===== src/rtl/sds_pkg.sv =====
package sds_pkg;
    typedef enum logic [1:0] {ST_IDLE, ST_REQ, ST_SETTLE} sched_st_e;
    typedef enum logic [1:0] {HK_REJECT, HK_PLAIN, HK_QUEUED} hdr_kind_e;

    localparam logic [7:0] FIS_H2D_REG  = 8'h27;
    localparam logic [7:0] FLG_CMD_UPD  = 8'h80;
    localparam logic [7:0] CMD_Q_READ   = 8'h60;
    localparam logic [7:0] CMD_Q_WRITE  = 8'h61;
    localparam logic [7:0] STS_READY    = 8'h40;
    localparam logic [7:0] STS_SEEK     = 8'h10;
    localparam logic [7:0] STS_ERR      = 8'h01;
    localparam logic [7:0] ERR_ABORT    = 8'h04;
endpackage


===== src/rtl/sds_slot_pick.sv =====
module sds_slot_pick #(
    parameter int N  = 32,
    parameter int IW = $clog2(N)
) (
    input  logic [N-1:0]  req,
    output logic          found,
    output logic [IW-1:0] idx
);
    always_comb begin
        idx = '0;
        for (int i = N - 1; i >= 0; i--) begin
            if (req[i]) idx = IW'(i);
        end
        found = |req;
    end
endmodule


===== src/rtl/sds_hdr_decode.sv =====
module sds_hdr_decode
    import sds_pkg::*;
#(
    parameter int TAG_W = 5
) (
    input  logic [7:0]       hdr_type,
    input  logic [7:0]       hdr_flags,
    input  logic [7:0]       hdr_cmd,
    input  logic [7:0]       hdr_tag,
    output hdr_kind_e        kind,
    output logic [TAG_W-1:0] tag
);
    logic unused_tag_bits;
    assign unused_tag_bits = ^hdr_tag;
    assign tag = hdr_tag[3 +: TAG_W];

    always_comb begin
        if (hdr_type != FIS_H2D_REG || hdr_flags != FLG_CMD_UPD)
            kind = HK_REJECT;
        else if (hdr_cmd == CMD_Q_READ || hdr_cmd == CMD_Q_WRITE)
            kind = HK_QUEUED;
        else
            kind = HK_PLAIN;
    end
endmodule


===== src/rtl/sds_tag_track.sv =====
module sds_tag_track
    import sds_pkg::*;
#(
    parameter int NUM_TAGS = 32,
    parameter int TAG_W    = $clog2(NUM_TAGS)
) (
    input  logic                clk,
    input  logic                rst_n,
    input  logic                clr,
    input  logic                q_try,
    input  logic [TAG_W-1:0]    q_tag,
    output logic                q_clash,
    input  logic                cpl_valid,
    input  logic [TAG_W-1:0]    cpl_tag,
    input  logic                cpl_err,
    input  logic                act_rd,
    output logic [NUM_TAGS-1:0] act_rdata,
    output logic [NUM_TAGS-1:0] fin_map,
    output logic [NUM_TAGS-1:0] err_map,
    output logic [7:0]          tf_status,
    output logic [7:0]          tf_error
);
    typedef struct packed {
        logic [NUM_TAGS-1:0] act;
        logic [NUM_TAGS-1:0] fin;
        logic [NUM_TAGS-1:0] used;
        logic [NUM_TAGS-1:0] err;
        logic [7:0]          sts;
        logic [7:0]          erb;
    } trk_t;

    trk_t trk_q, trk_d;

    assign q_clash = trk_q.used[q_tag];

    always_comb begin
        trk_d = trk_q;
        if (act_rd) begin
            trk_d.act = trk_q.act & ~trk_q.fin;
            trk_d.fin = '0;
        end
        if (q_try && !trk_q.used[q_tag]) begin
            trk_d.used[q_tag] = 1'b1;
            trk_d.act[q_tag]  = 1'b1;
        end
        if (cpl_valid) begin
            trk_d.act[cpl_tag]  = 1'b0;
            trk_d.used[cpl_tag] = 1'b0;
            trk_d.fin[cpl_tag]  = 1'b1;
            if (cpl_err) begin
                trk_d.err[cpl_tag] = 1'b1;
                trk_d.sts = STS_READY | STS_ERR;
                trk_d.erb = ERR_ABORT;
            end else begin
                trk_d.sts = STS_READY | STS_SEEK;
            end
        end
        if (clr) begin
            trk_d.act  = '0;
            trk_d.fin  = '0;
            trk_d.used = '0;
        end
    end

    always_ff @(posedge clk or negedge rst_n) begin
        if (!rst_n) trk_q <= '0;
        else        trk_q <= trk_d;
    end

    assign act_rdata = trk_q.act & ~trk_q.fin;
    assign fin_map   = trk_q.fin;
    assign err_map   = trk_q.err;
    assign tf_status = trk_q.sts;
    assign tf_error  = trk_q.erb;
endmodule


===== src/rtl/slot_dispatch_sched.sv =====
module slot_dispatch_sched
    import sds_pkg::*;
#(
    parameter int NUM_SLOTS = 32,
    parameter int NUM_TAGS  = 32,
    parameter int SLOT_W    = $clog2(NUM_SLOTS),
    parameter int TAG_W     = $clog2(NUM_TAGS)
) (
    input  logic                 clk,
    input  logic                 rst_n,
    input  logic                 port_rst,
    input  logic                 start,
    input  logic                 issue_wr,
    input  logic [NUM_SLOTS-1:0] issue_wdata,
    input  logic                 eng_bsy,
    input  logic                 eng_drq,
    output logic                 disp_req,
    output logic [SLOT_W-1:0]    disp_slot,
    input  logic                 disp_ack,
    input  logic [7:0]           hdr_type,
    input  logic [7:0]           hdr_flags,
    input  logic [7:0]           hdr_cmd,
    input  logic [7:0]           hdr_tag,
    output logic                 exec_go,
    output logic                 q_go,
    output logic [TAG_W-1:0]     q_tag,
    output logic                 disp_reject,
    output logic                 tag_conflict,
    output logic [NUM_SLOTS-1:0] issue_map,
    output logic                 busy_valid,
    output logic [SLOT_W-1:0]    busy_slot,
    input  logic                 cpl_valid,
    input  logic [TAG_W-1:0]     cpl_tag,
    input  logic                 cpl_err,
    input  logic                 act_rd,
    output logic [NUM_TAGS-1:0]  act_rdata,
    output logic [NUM_TAGS-1:0]  fin_map,
    output logic [NUM_TAGS-1:0]  err_map,
    output logic [7:0]           tf_status,
    output logic [7:0]           tf_error
);
    typedef struct packed {
        sched_st_e            st;
        logic [NUM_SLOTS-1:0] issue;
        logic [SLOT_W-1:0]    cur;
        logic                 bvalid;
        logic [SLOT_W-1:0]    bslot;
        logic                 exec_go;
        logic                 q_go;
        logic [TAG_W-1:0]     q_tag;
        logic                 reject;
        logic                 clash;
    } sched_t;

    sched_t q, d;

    logic                 pick_found;
    logic [SLOT_W-1:0]    pick_idx;
    hdr_kind_e            kind;
    logic [TAG_W-1:0]     dec_tag;
    logic                 q_try;
    logic                 q_clash;
    logic                 eng_idle;
    logic [NUM_SLOTS-1:0] clr;

    sds_slot_pick #(.N(NUM_SLOTS), .IW(SLOT_W)) u_pick (
        .req   (q.issue),
        .found (pick_found),
        .idx   (pick_idx)
    );

    sds_hdr_decode #(.TAG_W(TAG_W)) u_dec (
        .hdr_type  (hdr_type),
        .hdr_flags (hdr_flags),
        .hdr_cmd   (hdr_cmd),
        .hdr_tag   (hdr_tag),
        .kind      (kind),
        .tag       (dec_tag)
    );

    assign eng_idle = !eng_bsy && !eng_drq;
    assign q_try    = (q.st == ST_REQ) && disp_ack && (kind == HK_QUEUED) && !port_rst;

    sds_tag_track #(.NUM_TAGS(NUM_TAGS), .TAG_W(TAG_W)) u_tags (
        .clk       (clk),
        .rst_n     (rst_n),
        .clr       (port_rst),
        .q_try     (q_try),
        .q_tag     (dec_tag),
        .q_clash   (q_clash),
        .cpl_valid (cpl_valid),
        .cpl_tag   (cpl_tag),
        .cpl_err   (cpl_err),
        .act_rd    (act_rd),
        .act_rdata (act_rdata),
        .fin_map   (fin_map),
        .err_map   (err_map),
        .tf_status (tf_status),
        .tf_error  (tf_error)
    );

    always_comb begin
        d         = q;
        d.exec_go = 1'b0;
        d.q_go    = 1'b0;
        d.reject  = 1'b0;
        d.clash   = 1'b0;
        clr       = '0;

        unique case (q.st)
            ST_IDLE: begin
                if (start && pick_found && eng_idle && !q.bvalid) begin
                    d.st  = ST_REQ;
                    d.cur = pick_idx;
                end
            end
            ST_REQ: begin
                if (disp_ack) begin
                    d.st = ST_IDLE;
                    unique case (kind)
                        HK_REJECT: begin
                            clr[q.cur] = 1'b1;
                            d.reject   = 1'b1;
                        end
                        HK_PLAIN: begin
                            d.exec_go = 1'b1;
                            d.st      = ST_SETTLE;
                        end
                        default: begin
                            clr[q.cur] = 1'b1;
                            d.q_tag    = dec_tag;
                            if (q_clash) d.clash = 1'b1;
                            else         d.q_go  = 1'b1;
                        end
                    endcase
                end
            end
            default: begin
                d.st = ST_IDLE;
                if (!eng_idle) begin
                    d.bvalid = 1'b1;
                    d.bslot  = q.cur;
                end else begin
                    clr[q.cur] = 1'b1;
                end
            end
        endcase

        if (q.bvalid && eng_idle) begin
            clr[q.bslot] = 1'b1;
            d.bvalid     = 1'b0;
        end

        d.issue = (q.issue & ~clr) | (issue_wr ? issue_wdata : '0);

        if (port_rst) begin
            d.st      = ST_IDLE;
            d.issue   = '0;
            d.bvalid  = 1'b0;
            d.bslot   = '0;
            d.exec_go = 1'b0;
            d.q_go    = 1'b0;
            d.reject  = 1'b0;
            d.clash   = 1'b0;
        end
    end

    always_ff @(posedge clk or negedge rst_n) begin
        if (!rst_n) q <= '{st: ST_IDLE, default: '0};
        else        q <= d;
    end

    assign disp_req     = (q.st == ST_REQ);
    assign disp_slot    = q.cur;
    assign exec_go      = q.exec_go;
    assign q_go         = q.q_go;
    assign q_tag        = q.q_tag;
    assign disp_reject  = q.reject;
    assign tag_conflict = q.clash;
    assign issue_map    = q.issue;
    assign busy_valid   = q.bvalid;
    assign busy_slot    = q.bslot;
endmodule


===== config.mk =====
export PLATFORM = sky130hd
export DESIGN_NAME = slot_dispatch_sched
export DESIGN_NICKNAME = d
export VERILOG_FILES = /design/src/rtl/sds_pkg.sv /design/src/rtl/sds_slot_pick.sv /design/src/rtl/sds_hdr_decode.sv /design/src/rtl/sds_tag_track.sv /design/src/rtl/slot_dispatch_sched.sv
export SDC_FILE = /design/constraint.sdc
export NUM_CORES = 1
export LEC_CHECK = 0
export BUFFER_PORTS_ARGS = -buffer_cell sky130_fd_sc_hd__buf_2
export CORE_MARGIN = 5
export CORE_UTILIZATION = 45
export DETAILED_ROUTE_END_ITERATION = 8
export GPL_TIMING_DRIVEN = 0
export MAX_ROUTING_LAYER = met4
export PLACE_DENSITY = 0.74
export SETUP_SLACK_MARGIN = 0.2
export SYNTH_ARGS = -nofsm -noshare
export SYNTH_HDL_FRONTEND = slang
export SYNTH_HIERARCHICAL = 1
export SYNTH_SLANG_ARGS = --single-unit

===== constraint.sdc =====
create_clock -name clk -period 5.9 [get_ports clk]
set_input_delay 1.18 -clock clk [delete_from_list [all_inputs] [get_ports clk]]
set_output_delay 1.18 -clock clk [all_outputs]
set_load 0.005 [all_outputs]

==> summary.txt, run 1 <==
Placed design
  • Post-DP HPWL: ~23 mm
  • Port Buffer Count: 217
  • Gpl congestion: 0.924
  • Cell total after placement: 1550
  • Instance area after placement: between 10000 and 15000 µm²

Job
  • # Max-Cap Violations: 0

Power and ir drop
  • Power density over the cells: 254 nW/µm²
  • Worst IR drop on VDD: 0.000193 V
  • Leakage component of the power: around 0.0063 µW
  • Sum of internal, switching and leakage power: 3140 µW

Min path
  • Number of cells on the worst hold path: 1
  • Kind of path behind the tightest hold check: reg2reg

Floorplan
  • Die Wd: between 150 and 200 µm
  • Floorplan die area: ~26000 µm²
  • Number of standard-cell rows in the floorplan: 55
  • Starting Density: approximately 45%
  • Die Y: 161 µm
  • Number of top-level pins: 245
  • Placeable Area: ~23000 µm²

Synthesis
  • Avg Synthesized Cell Area: a little under 10 µm²
  • Dominant register cell in the synthesized netlist: dfrtp_1
  • Sequential-to-total area share from yosys stat: between 40% and 50%
  • Synth warnings: 6
  • Cell types with the largest area share after synthesis: dfrtp_1 (46%), buf_4 (10%), o21a_1 (4.8%)
  • Ys async rst share: 100%
  • Share of the synthesized area in the top cell type: a little under half
  • Syn Std Cell Area: ~10000 µm²
  • Mapped Cells: 1036
  • Count of flip-flops with a built-in enable after synthesis: 0
  • Distinct cell type count of the synthesized netlist: 63
  • Cell type with the largest total area after synthesis: dfrtp_1
  • Post-synthesis sequential element count: around 190

Global route
  • Residual overflow from global routing: 0
  • Vias in the first global route: between 8000 and 9000
  • Largest net degree at the start of global routing: approximately 110
  • Number of antenna violations at the first check in global routing: 0
  • Total global-route track usage: around 25%
  • First-pass GRT wire length: just under 50 mm

Setup path
  • Data required time at the worst endpoint: ~6300 ps
  • Reg2reg path depth: 8
  • Highest fanout seen on the critical path: 8
  • Arrival time at the worst endpoint: between 3000 and 4000 ps
  • Kind of critical path: in2reg
  • Crit start category: primary input
  • Endpoint class of the critical path: flop

STA
  • Part of the cycle the worst path needs: between 50 and 60%
  • Count of pins over their slew limit: 0
  • Worst Tran Pin Value: around 1300 ps
  • Worst max-slew margin expressed relative to the limit: around an eighth
  • Count of final hold-check violations: 0
  • Clock period minus final worst setup slack: about 3500 ps
  • Final setup skew: approximately 12 ps
  • Final setup vio count: 0
  • Setup Total Neg Slack: 0 ps
  • Achievable clock frequency: ~280 MHz
  • Unrepaired setup endpoints after global routing: false

Clocking
  • Later-pin clock latency in the skew report: around 430 ps
  • TritonCTS clock tree: built
  • Setup Buffers After CTS: 0
  • Library cell used as clock root buffer: clkbuf_16
  • Cts bufs inserted: 17
  • Cells resized by post-CTS repair: 0
  • H-Tree Depth: 4
  • Total clock sinks: about 190
  • Number of hold buffers added after CTS: 0
  • Clock-pin slew on the worst setup and hold paths: ~80 ps
  • Buffer levels on the longest clock path: 2

Drt
  • Wirelength per Cell: approximately 20 µm
  • Total vias in the final route: between 8000 and 9000
  • Antenna-violating nets left: 0
  • Iteration count of the initial detailed-routing pass: 5
  • Initial detailed-routing violation count: just over 700
  • Via-per-instance ratio: 5.49
  • WL final: about 32 mm
  • Post-route DRC: 0

Finish
  • Final net count: 1364
  • Share of post-route cells with drive strength above 1: 33.3%
  • Fillers: 2040
  • Final instance area: approximately 12000 µm²
  • Antenna cells: 0
  • Post-layout instance count excluding filler cells: 1582
  • Sequential standard cell area: roughly 4700 µm²
  • Area overhead of the layout relative to synthesis: 21.1%
  • Multi-input gate area: about 4300 µm²

Run status
  • Result of the run: finished clean
through the flow:
stage	hold slack, ps	util (%)	setup slack [ps]
finish	459	54.9	2370
detailed placement	445	52.1	1900
global route	477	54.9	2140
global placement	439	51.9	526
floorplan	429	-	2610
CTS	463	54.9	2370
power breakdown:
group          total (µW)  switching, µW  internal, µW
sequential           1410           72.5          1340
clock                1200            580           616
combinational         531            273           257
cells in the final DEF (no fill, tap or decap), types with 4 or more instances in the layout:
master and n:
clkinv_8 6, nand3b_1 4, nor3_1 13, nand2b_1 10, a21o_1 33, o21a_1 65
and3b_1 4, conb_1 12, nor3b_1 10, mux2i_1 8, nor4b_2 4, mux2_2 6
a21boi_0 32, nor4_1 13, nand3_1 7, o31ai_1 4, o21ai_0 11, a21oi_1 95
buf_4 136, o211ai_1 6, nor2b_1 69, clkbuf_1 43, or3_1 6, a22oi_1 4
nand4_1 7, o311ai_0 14, nor2_1 86, nor4b_1 5, inv_1 11, clkbuf_16 17
or4_1 7, buf_2 220, mux4_1 6, mux2_4 5, a211oi_1 7, dfrtp_1 186
nand2_1 64
metal layers:
metal	wire [µm]	vias up	global-route usage (%)	share of wire (%)
li1	-	4008	-	-
met1	13200	4198	31.9	42
met2	15100	410	39.4	48
met3	2300	64	4.75	7.3
met4	911	0	8.17	2.9
met5	0	-	-	0
synth_stat cells, types with 8 or more instances:
cell type  count
a21boi_0      32
inv_1         11
mux2i_1        8
nor3b_1       10
dfrtp_1      186
buf_4        136
a21o_1        33
nor3_1        13
nand2b_1      10
clkbuf_1      43
nor2_1        86
o311ai_0      14
o21ai_0       11
o21a_1        65
a21oi_1       95
nand2_1       64
nor2b_1       69
nor4_1        13
worst max-delay path: stages:
cell and delay (ps):
buf_2 100, nor4_2 250, nand4_1 150, nor2_1 270
nand2_1 330, nor3_1 580, or3b_2 490, buf_2 210
nor2_1 200, o21a_1 150
layout make-up:
type	count	share of cell area (%)
inverter	11	0.334
tap	285	2.89
clock buffer	17	3.45
timing repair buffer	218	9.10
buffer	187	10.1
clock inverter	15	1.64
sequential	186	37.7
multi-input combinational	663	34.8
path summary, 6_finish.rpt:
path	startpoint	end	slack (ps)
min	u_tags/err_map[4]	u_tags/err_map[4]	460
max in group asynchronous	rst_n	u_tags/trk_q[131]	4220
max	hdr_flags[2]	u_tags/trk_q[136]	2370
min in group asynchronous	rst_n	issue_map[0]	720
max reg2reg	q[53]	u_tags/trk_q[136]	3140
min reg2reg	u_tags/err_map[4]	u_tags/err_map[4]	460
cell families after synthesis:
group	Yosys count	synth area share [%]
other cells	1	0.0368
compound gates	286	18.9
buf+inv	198	12.6
simple gates	338	18.7
flops	186	45.7
mux	27	4.17
state kept, by name (all words and copies together), names as in the netlist:
name              cells
u_tags/trk_q         64
q_tag                 5
u_tags/tf_error       1
q                     2
u_tags/tf_status      3
busy_valid            1
issue_map            32
u_tags/fin_map       32
exec_go               1
q_go                  1
disp_slot             5
busy_slot             5
tag_conflict          1
u_tags/err_map       32
disp_reject           1
(Power assumes the default switching activity.)
==> inputs of run 2 (changes only) <==
--- a/config.mk
+++ b/config.mk
@@ -5,13 +5,14 @@
 export SDC_FILE = /design/constraint.sdc
 export NUM_CORES = 1
 export LEC_CHECK = 0
+export ABC_AREA = 1
 export BUFFER_PORTS_ARGS = -buffer_cell sky130_fd_sc_hd__buf_2
 export CORE_MARGIN = 5
 export CORE_UTILIZATION = 45
 export DETAILED_ROUTE_END_ITERATION = 8
 export GPL_TIMING_DRIVEN = 0
 export MAX_ROUTING_LAYER = met4
-export PLACE_DENSITY = 0.74
+export PLACE_DENSITY = 0.73
 export SETUP_SLACK_MARGIN = 0.2
 export SYNTH_ARGS = -nofsm -noshare
 export SYNTH_HDL_FRONTEND = slang
==> constraint.sdc (replaced) <==
create_clock -name clk -period 3.3 [get_ports clk]
set_input_delay 0.66 -clock clk [delete_from_list [all_inputs] [get_ports clk]]
set_output_delay 0.66 -clock clk [all_outputs]
set_load 0.005 [all_outputs]
==> summary.txt, run 2 <==
Clocking
  • Buffer levels on the longest clock path: 2 (unchanged)
  • Number of hold buffers added after CTS: 0 (unchanged)
  • Library cell used as clock root buffer: clkbuf_16
  • Cts bufs inserted: 17 (unchanged)
  • TritonCTS clock tree: built
  • Clock-pin slew on the worst setup and hold paths: 80 ps (about the same)
  • H-Tree Depth: 4 (unchanged)
  • Later-pin clock latency in the skew report: 450 ps (+20 ps)
  • Total clock sinks: 186 (unchanged)

Synthesis
  • Distinct cell type count of the synthesized netlist: 39 (-38%)
  • Top cell types by occurrence after synthesis: nand2_1 (459), nor2_1 (289), inv_1 (212)
  • Post-synthesis sequential element count: 186 (unchanged)
  • Count of flip-flops with a built-in enable after synthesis: 0 (unchanged)
  • Cell types with the largest area share after synthesis: dfrtp_1 (39%), nand2_1 (15%), nor2_1 (9.2%)
  • Avg Synthesized Cell Area: 6.94 µm² (-29%)
  • Syn Std Cell Area: 11800 µm² (+16%)
  • Share of the synthesized area in the top cell type: 39.4% (-6.2 points)
  • Cell type with the largest total area after synthesis: dfrtp_1
  • Mapped Cells: 1701 (+64%)
  • Synth warnings: 6 (unchanged)
  • Sequential-to-total area share from yosys stat: 39.4% (-6.2 points)
  • Dominant register cell in the synthesized netlist: dfrtp_1
  • Ys async rst share: 100% (unchanged)
  • Most instantiated library cell after synthesis: nand2_1

Finish
  • Final instance area: 14100 µm² (+14%)
  • Fillers: 2592 (+27%)
  • Max FFs per register: 64 (unchanged)
  • Most common cell after layout, fill and taps aside: nand2_1
  • Antenna cells: 0 (unchanged)
  • Final net count: 2032 (+49%)
  • Area overhead of the layout relative to synthesis: 19.0%
  • Share of post-route cells with drive strength above 1: 24.4% (-8.9 points)
  • Register with the most flip-flops: u_tags/trk_q
  • Leading cell types in the layout, fill and taps excluded: nand2_1 (459), nor2_1 (289), buf_2 (223)

Global route
  • Largest net degree at the start of global routing: 111 (+5.7%)
  • Number of antenna violations at the first check in global routing: 0 (unchanged)
  • Vias in the first global route: 11100 (+28%)
  • Total global-route track usage: 26.5% (+1.8 points)
  • Residual overflow from global routing: 0 (unchanged)
  • First-pass GRT wire length: 59.9 mm (+23%)

Setup path
  • Worst setup startpoint: hdr_type[7]
  • Highest fanout seen on the critical path: 10 (+2)
  • Crit start category: primary input
  • Startpoint of the worst-slack reg-to-reg timing path: q[53]
  • Setup crit end: u_tags/trk_q[135]
  • Endpoint class of the critical path: flop
  • Worst r2r dst: u_tags/trk_q[135]
  • Worst setup slack for register-to-register paths: 440 ps (-2700 ps)
  • Data required time at the worst endpoint: 3630 ps (-2640 ps)
  • Reg2reg path depth: 10 (+2)
  • Arrival time at the worst endpoint: 3300 ps (-610 ps)
  • Kind of critical path: in2reg

Drt
  • Antenna-violating nets left: 0 (unchanged)
  • Iteration count of the initial detailed-routing pass: 6 (+1)
  • Initial detailed-routing violation count: 1060 (+48%)
  • Total vias in the final route: 11600 (+33%)
  • Post-route DRC: 0 (unchanged)
  • Wirelength per Cell: 16.6 µm (-17%)
  • WL final: 38.3 mm (+21%)
  • Via-per-instance ratio: 5.02 (-8.4%)

Power and ir drop
  • Leakage component of the power: 0.00757 µW (+20%)
  • Power density over the cells: 406 nW/µm² (+60%)
  • Worst IR drop on VDD: 0.000274 V (+42%)
  • Sum of internal, switching and leakage power: 5710 µW (+82%)

Min path
  • Kind of path behind the tightest hold check: in2async

Placed design
  • Post-DP HPWL: 28.8 mm (+25%)
  • Port Buffer Count: 220 (+1.4%)
  • Instance area after placement: 13400 µm² (+14%)
  • Gpl congestion: 0.975 (+5.6%)

STA
  • Count of final hold-check violations: 0 (unchanged)
  • Unrepaired setup endpoints after global routing: true
  • Worst Tran Pin Value: 941 ps (-346 ps)
  • Final setup skew: 15.6 ps (+3.92 ps)
  • Achievable clock frequency: 337 MHz
  • Setup Total Neg Slack: 0 ps (unchanged)
  • Final setup vio count: 0 (unchanged)
  • Count of pins over their slew limit: 0 (unchanged)
  • Part of the cycle the worst path needs: approximately 90%
  • Clock period minus final worst setup slack: approximately 3000 ps
  • Worst max-slew margin expressed relative to the limit: 36.8% (+23 points)

Job
  • # Max-Cap Violations: 0 (unchanged)

Floorplan
  • Die Y: 172 µm (+7.2%)
  • Die Wd: 172 µm (+7.2%)
  • Starting Density: 45.4% (+0.14 points)
  • Number of standard-cell rows in the floorplan: 59 (+7.3%)
  • Number of top-level pins: 245 (unchanged)
  • Floorplan die area: 29600 µm² (+15%)
  • Placeable Area: 26000 µm² (+15%)

Run status
  • Result of the run: finished clean
run 2: changes by cell type after synthesis, sizes merged, moves of 13 or more:
cell | before | now
a21oi | 95 | 127
nor2b | 69 | 0
o21a | 65 | 0
inv | 11 | 223
o311ai | 16 | 0
buf | 143 | 162
nor2 | 88 | 297
a21boi | 35 | 1
nand4 | 7 | 65
nand3 | 7 | 40
a21o | 33 | 20
nand2 | 64 | 464
run 2: worst min-delay path by stage:
stage,startpoint,end,slack (ps),cells past startpoint
finish,rst_n,u_tags/err_map[16],260,1
global route,rst_n,u_tags/err_map[16],350,1
CTS,rst_n,u_tags/err_map[23],320,1
detailed placement,u_tags/err_map[19],u_tags/err_map[19],450,1
global placement,u_tags/err_map[31],u_tags/err_map[31],440,1
floorplan,rst_n,busy_slot[0],360,0
run 2: report_power, final:
part	switching, µW	total [µW]	internal (µW)
clock	1130	2210	1070
sequential	105	2500	2400
combinational	557	1000	446
run 2: routing by layer:
layer  vias up  GRT usage [%]  part of all wire, %
met2       509           40.8                   45
met1      5336           36.5                   45
met5         -              -                    0
li1       5658              -                    -
met4         0           6.49                  1.7
met3        54           5.19                  8.9
run 2: kinds of logic (layout without fill, tap and decap cells):
family	after synthesis	in the layout	synth area share, %
simple gates	888	888	30.9
buf+inv	425	678	19.3
compound gates	196	196	9.84
flops	186	186	39.4
mux	5	5	0.477
other cells	1	12	0.0318
run 2: area by class of cell:
cell class / instances / area [µm²] / area share, %
Buffer: 199 / 1400 / 9.99
Clock buffer: 17 / 425 / 3.03
Clock inverter: 15 / 221 / 1.58
Inverter: 226 / 876 / 6.23
Multi-Input combinational cell: 1101 / 4920 / 35.0
Sequential cell: 186 / 4650 / 33.1
Tap cell: 335 / 419 / 2.98
Timing Repair Buffer: 221 / 1140 / 8.10
run 2: critical path: stages:
cell and delay [ps]:
buf_2 90, nor2_1 100, nand2_1 60, nor2_1 110, nand2_1 80, nor2_1 190, nand2_2 240, nor3_1 440
clkbuf_1 460, buf_1 470, nand4_1 220, nand2_1 120, nor2_1 40
run 2: what timing repair did:
item / CTS / global route
buffers inserted: 0 / 0
endpoints found under the setup margin: 0 / 21
resized for setup: 0 / 4
run 2: through the flow:
| stage | hold WS [ps] | utilization [%] | worst slack (ps) | instances |
|---|---|---|---|---|
| 2_1_floorplan | 364 | - | 777 | 1712 |
| 3_3_place_gp | 442 | 51.5 | -1540 | 2267 |
| 3_5_place_dp | 445 | 51.6 | -104 | 2268 |
| 4_1_cts | 317 | 54.1 | 335 | 2300 |
| 5_1_grt | 346 | 54.1 | 171 | 2300 |
| 6_report | 259 | 54.1 | 332 | 2300 |
==> inputs of run 3 (changes only) <==
--- a/config.mk
+++ b/config.mk
@@ -12,7 +12,7 @@
 export DETAILED_ROUTE_END_ITERATION = 8
 export GPL_TIMING_DRIVEN = 0
 export MAX_ROUTING_LAYER = met4
-export PLACE_DENSITY = 0.73
+export PLACE_DENSITY = 0.68
 export SETUP_SLACK_MARGIN = 0.2
 export SYNTH_ARGS = -nofsm -noshare
 export SYNTH_HDL_FRONTEND = slang
==> summary.txt, run 3 (synthesized netlist as in run 2, its figures left out) <==
Run status
  • Result of the run: finished clean

Setup path
  • Reg2reg path depth: 10 (unchanged)
  • Endpoint class of the critical path: flop
  • Worst setup slack for register-to-register paths: 580 ps (+140 ps)
  • Crit start category: primary input
  • Startpoint of the worst-slack reg-to-reg timing path: q[53]
  • Data required time at the worst endpoint: 3640 ps (about the same)
  • Highest fanout seen on the critical path: 10 (unchanged)
  • Worst r2r dst: u_tags/trk_q[135]
  • Kind of critical path: in2reg
  • Arrival time at the worst endpoint: 3160 ps (-140 ps)
  • Worst setup startpoint: hdr_flags[1]

STA
  • Unrepaired setup endpoints after global routing: false
  • Worst max-slew margin expressed relative to the limit: 35.2% (-1.6 points)
  • Final setup skew: 12.0 ps (-3.63 ps)
  • Count of final hold-check violations: 0 (unchanged)
  • Achievable clock frequency: 354 MHz (+5.0%)
  • Final setup vio count: 0 (unchanged)
  • Setup Total Neg Slack: 0 ps (unchanged)
  • Count of pins over their slew limit: 0 (unchanged)
  • Hold_ws: 226 ps (-32.7 ps)
  • Clock period minus final worst setup slack: 2830 ps (-142 ps)
  • Worst Tran Pin Value: 965 ps (+24.0 ps)
  • Part of the cycle the worst path needs: 85.6% (-4.3 points)

Floorplan
  • Die Wd: 172 µm (unchanged)
  • Number of standard-cell rows in the floorplan: 59 (unchanged)
  • Number of top-level pins: 245 (unchanged)
  • Floorplan die area: 29600 µm² (unchanged)
  • Die Y: 172 µm (unchanged)
  • Placeable Area: 26000 µm² (unchanged)
  • Starting Density: 45.4% (unchanged)

Clocking
  • Number of hold buffers added after CTS: 0 (unchanged)
  • Library cell used as clock root buffer: clkbuf_16
  • TritonCTS clock tree: built
  • Later-pin clock latency in the skew report: 440 ps (about the same)
  • Buffer levels on the longest clock path: 2 (unchanged)
  • Total clock sinks: 186 (unchanged)
  • Clock-pin slew on the worst setup and hold paths: 80 ps (about the same)
  • H-Tree Depth: 4 (unchanged)
  • Cts bufs inserted: 17 (unchanged)

Global route
  • Vias in the first global route: 11000 (-1.0%)
  • Largest net degree at the start of global routing: 101 (-9.0%)
  • Total global-route track usage: 26.5% (-0.043 points)
  • First-pass GRT wire length: 59.6 mm (-0.54%)
  • Residual overflow from global routing: 0 (unchanged)
  • Number of antenna violations at the first check in global routing: 0 (unchanged)

Finish
  • Share of post-route cells with drive strength above 1: 24.5% (+0.051 points)
  • Final instance area: 14000 µm² (-0.32%)
  • Register with the most flip-flops: u_tags/trk_q
  • Leading cell types in the layout, fill and taps excluded: nand2_1 (459), nor2_1 (289), buf_2 (223)
  • Post-layout instance count excluding filler cells: 2300 (unchanged)
  • Final net count: 2032 (unchanged)
  • Antenna cells: 0 (unchanged)
  • Most common cell after layout, fill and taps aside: nand2_1
  • Max FFs per register: 64 (unchanged)
  • Area overhead of the layout relative to synthesis: 18.7%

Placed design
  • Cell total after placement: 2268 (unchanged)
  • Gpl congestion: 0.939 (-3.7%)
  • Post-DP HPWL: 28.7 mm (-0.21%)
  • Instance area after placement: 13400 µm² (unchanged)
  • Port Buffer Count: 220 (unchanged)

Drt
  • Post-route DRC: 0 (unchanged)
  • Via-per-instance ratio: 5.07 (+0.90%)
  • Antenna-violating nets left: 0 (unchanged)
  • WL final: 38.0 mm (-0.65%)
  • Wirelength per Cell: 16.5 µm (-0.65%)
  • Total vias in the final route: 11700 (+0.90%)
  • Iteration count of the initial detailed-routing pass: 5 (-1)
  • Initial detailed-routing violation count: 973 (-8.2%)

Power and ir drop
  • Leakage component of the power: 0.00755 µW (-0.30%)
  • Sum of internal, switching and leakage power: 5580 µW (-2.3%)
  • Worst IR drop on VDD: 0.000240 V (-12%)
  • Power density over the cells: 398 nW/µm² (-2.0%)

Job
  • # Max-Cap Violations: 0 (unchanged)

Min path
  • Kind of path behind the tightest hold check: in2async
run 3: changes by cell type in the layout (fill, tap and decap cells not counted), sizes merged:
cell      delta
clkinvlp     +2
clkinv       -1
clkbuf       +2
inv          -2
buf          -1
run 3: per-layer routing:
metal	GRT usage, %	up-vias	part of all wire, %
li1	-	5657	-
met1	37.0	5425	44
met2	40.0	522	45
met3	5.01	57	9.4
met4	6.94	0	1.9
met5	-	-	0
run 3: where the power goes:
part	leakage (µW)	switching (µW)	internal (µW)
Clock	0.000285	1040	1040
Sequential	0.00250	106	2400
Combinational	0.00476	553	445
run 3: worst max path at each step:
stage                               endpoint  slack, ps  depth (start not counted)
after floorplan             u_tags/trk_q[68]        780                         13
after global placement    u_tags/fin_map[22]      -1590                          1
after detailed placement   u_tags/trk_q[131]       -280                         13
after CTS                  u_tags/trk_q[131]        390                         13
after global routing       u_tags/trk_q[112]        210                         13
final                      u_tags/trk_q[135]        470                         13
run 3: worst max-delay path: stages:
cell and delay, ps:
buf_2 100, nor2_1 110, nand2_1 60, nor2_1 90, nand2_1 70, nor2_1 210
nand2_2 250, nor3_2 350, clkbuf_1 410, clkbuf_1 470, nand4_1 220, nand2_1 110
nor2_1 50
run 3: timing repair:
action / in CTS / in global routing
endpoints found under the setup margin: 1 / 10
setup buffers: 0 / 0
hold endpoints to repair: 0 / 0
resized for setup: 1 / 3
run 3: final cells by class:
class                      instances  area (µm²)
buffer                           199        1400
clock inverter                    14         158
inverter                         226         876
multi-input combinational       1101        4920
fill                            2633       12000
sequential                       186        4650
tap                              335         419
timing repair buffer             221        1140
clock buffer                      18         439
run 3: per-stage QoR:
step	utilization, %	setup slack, ps
floorplan	-	777
global placement	51.5	-1590
detailed placement	51.6	-276
CTS	53.9	392
global route	53.9	211
finish	53.9	474
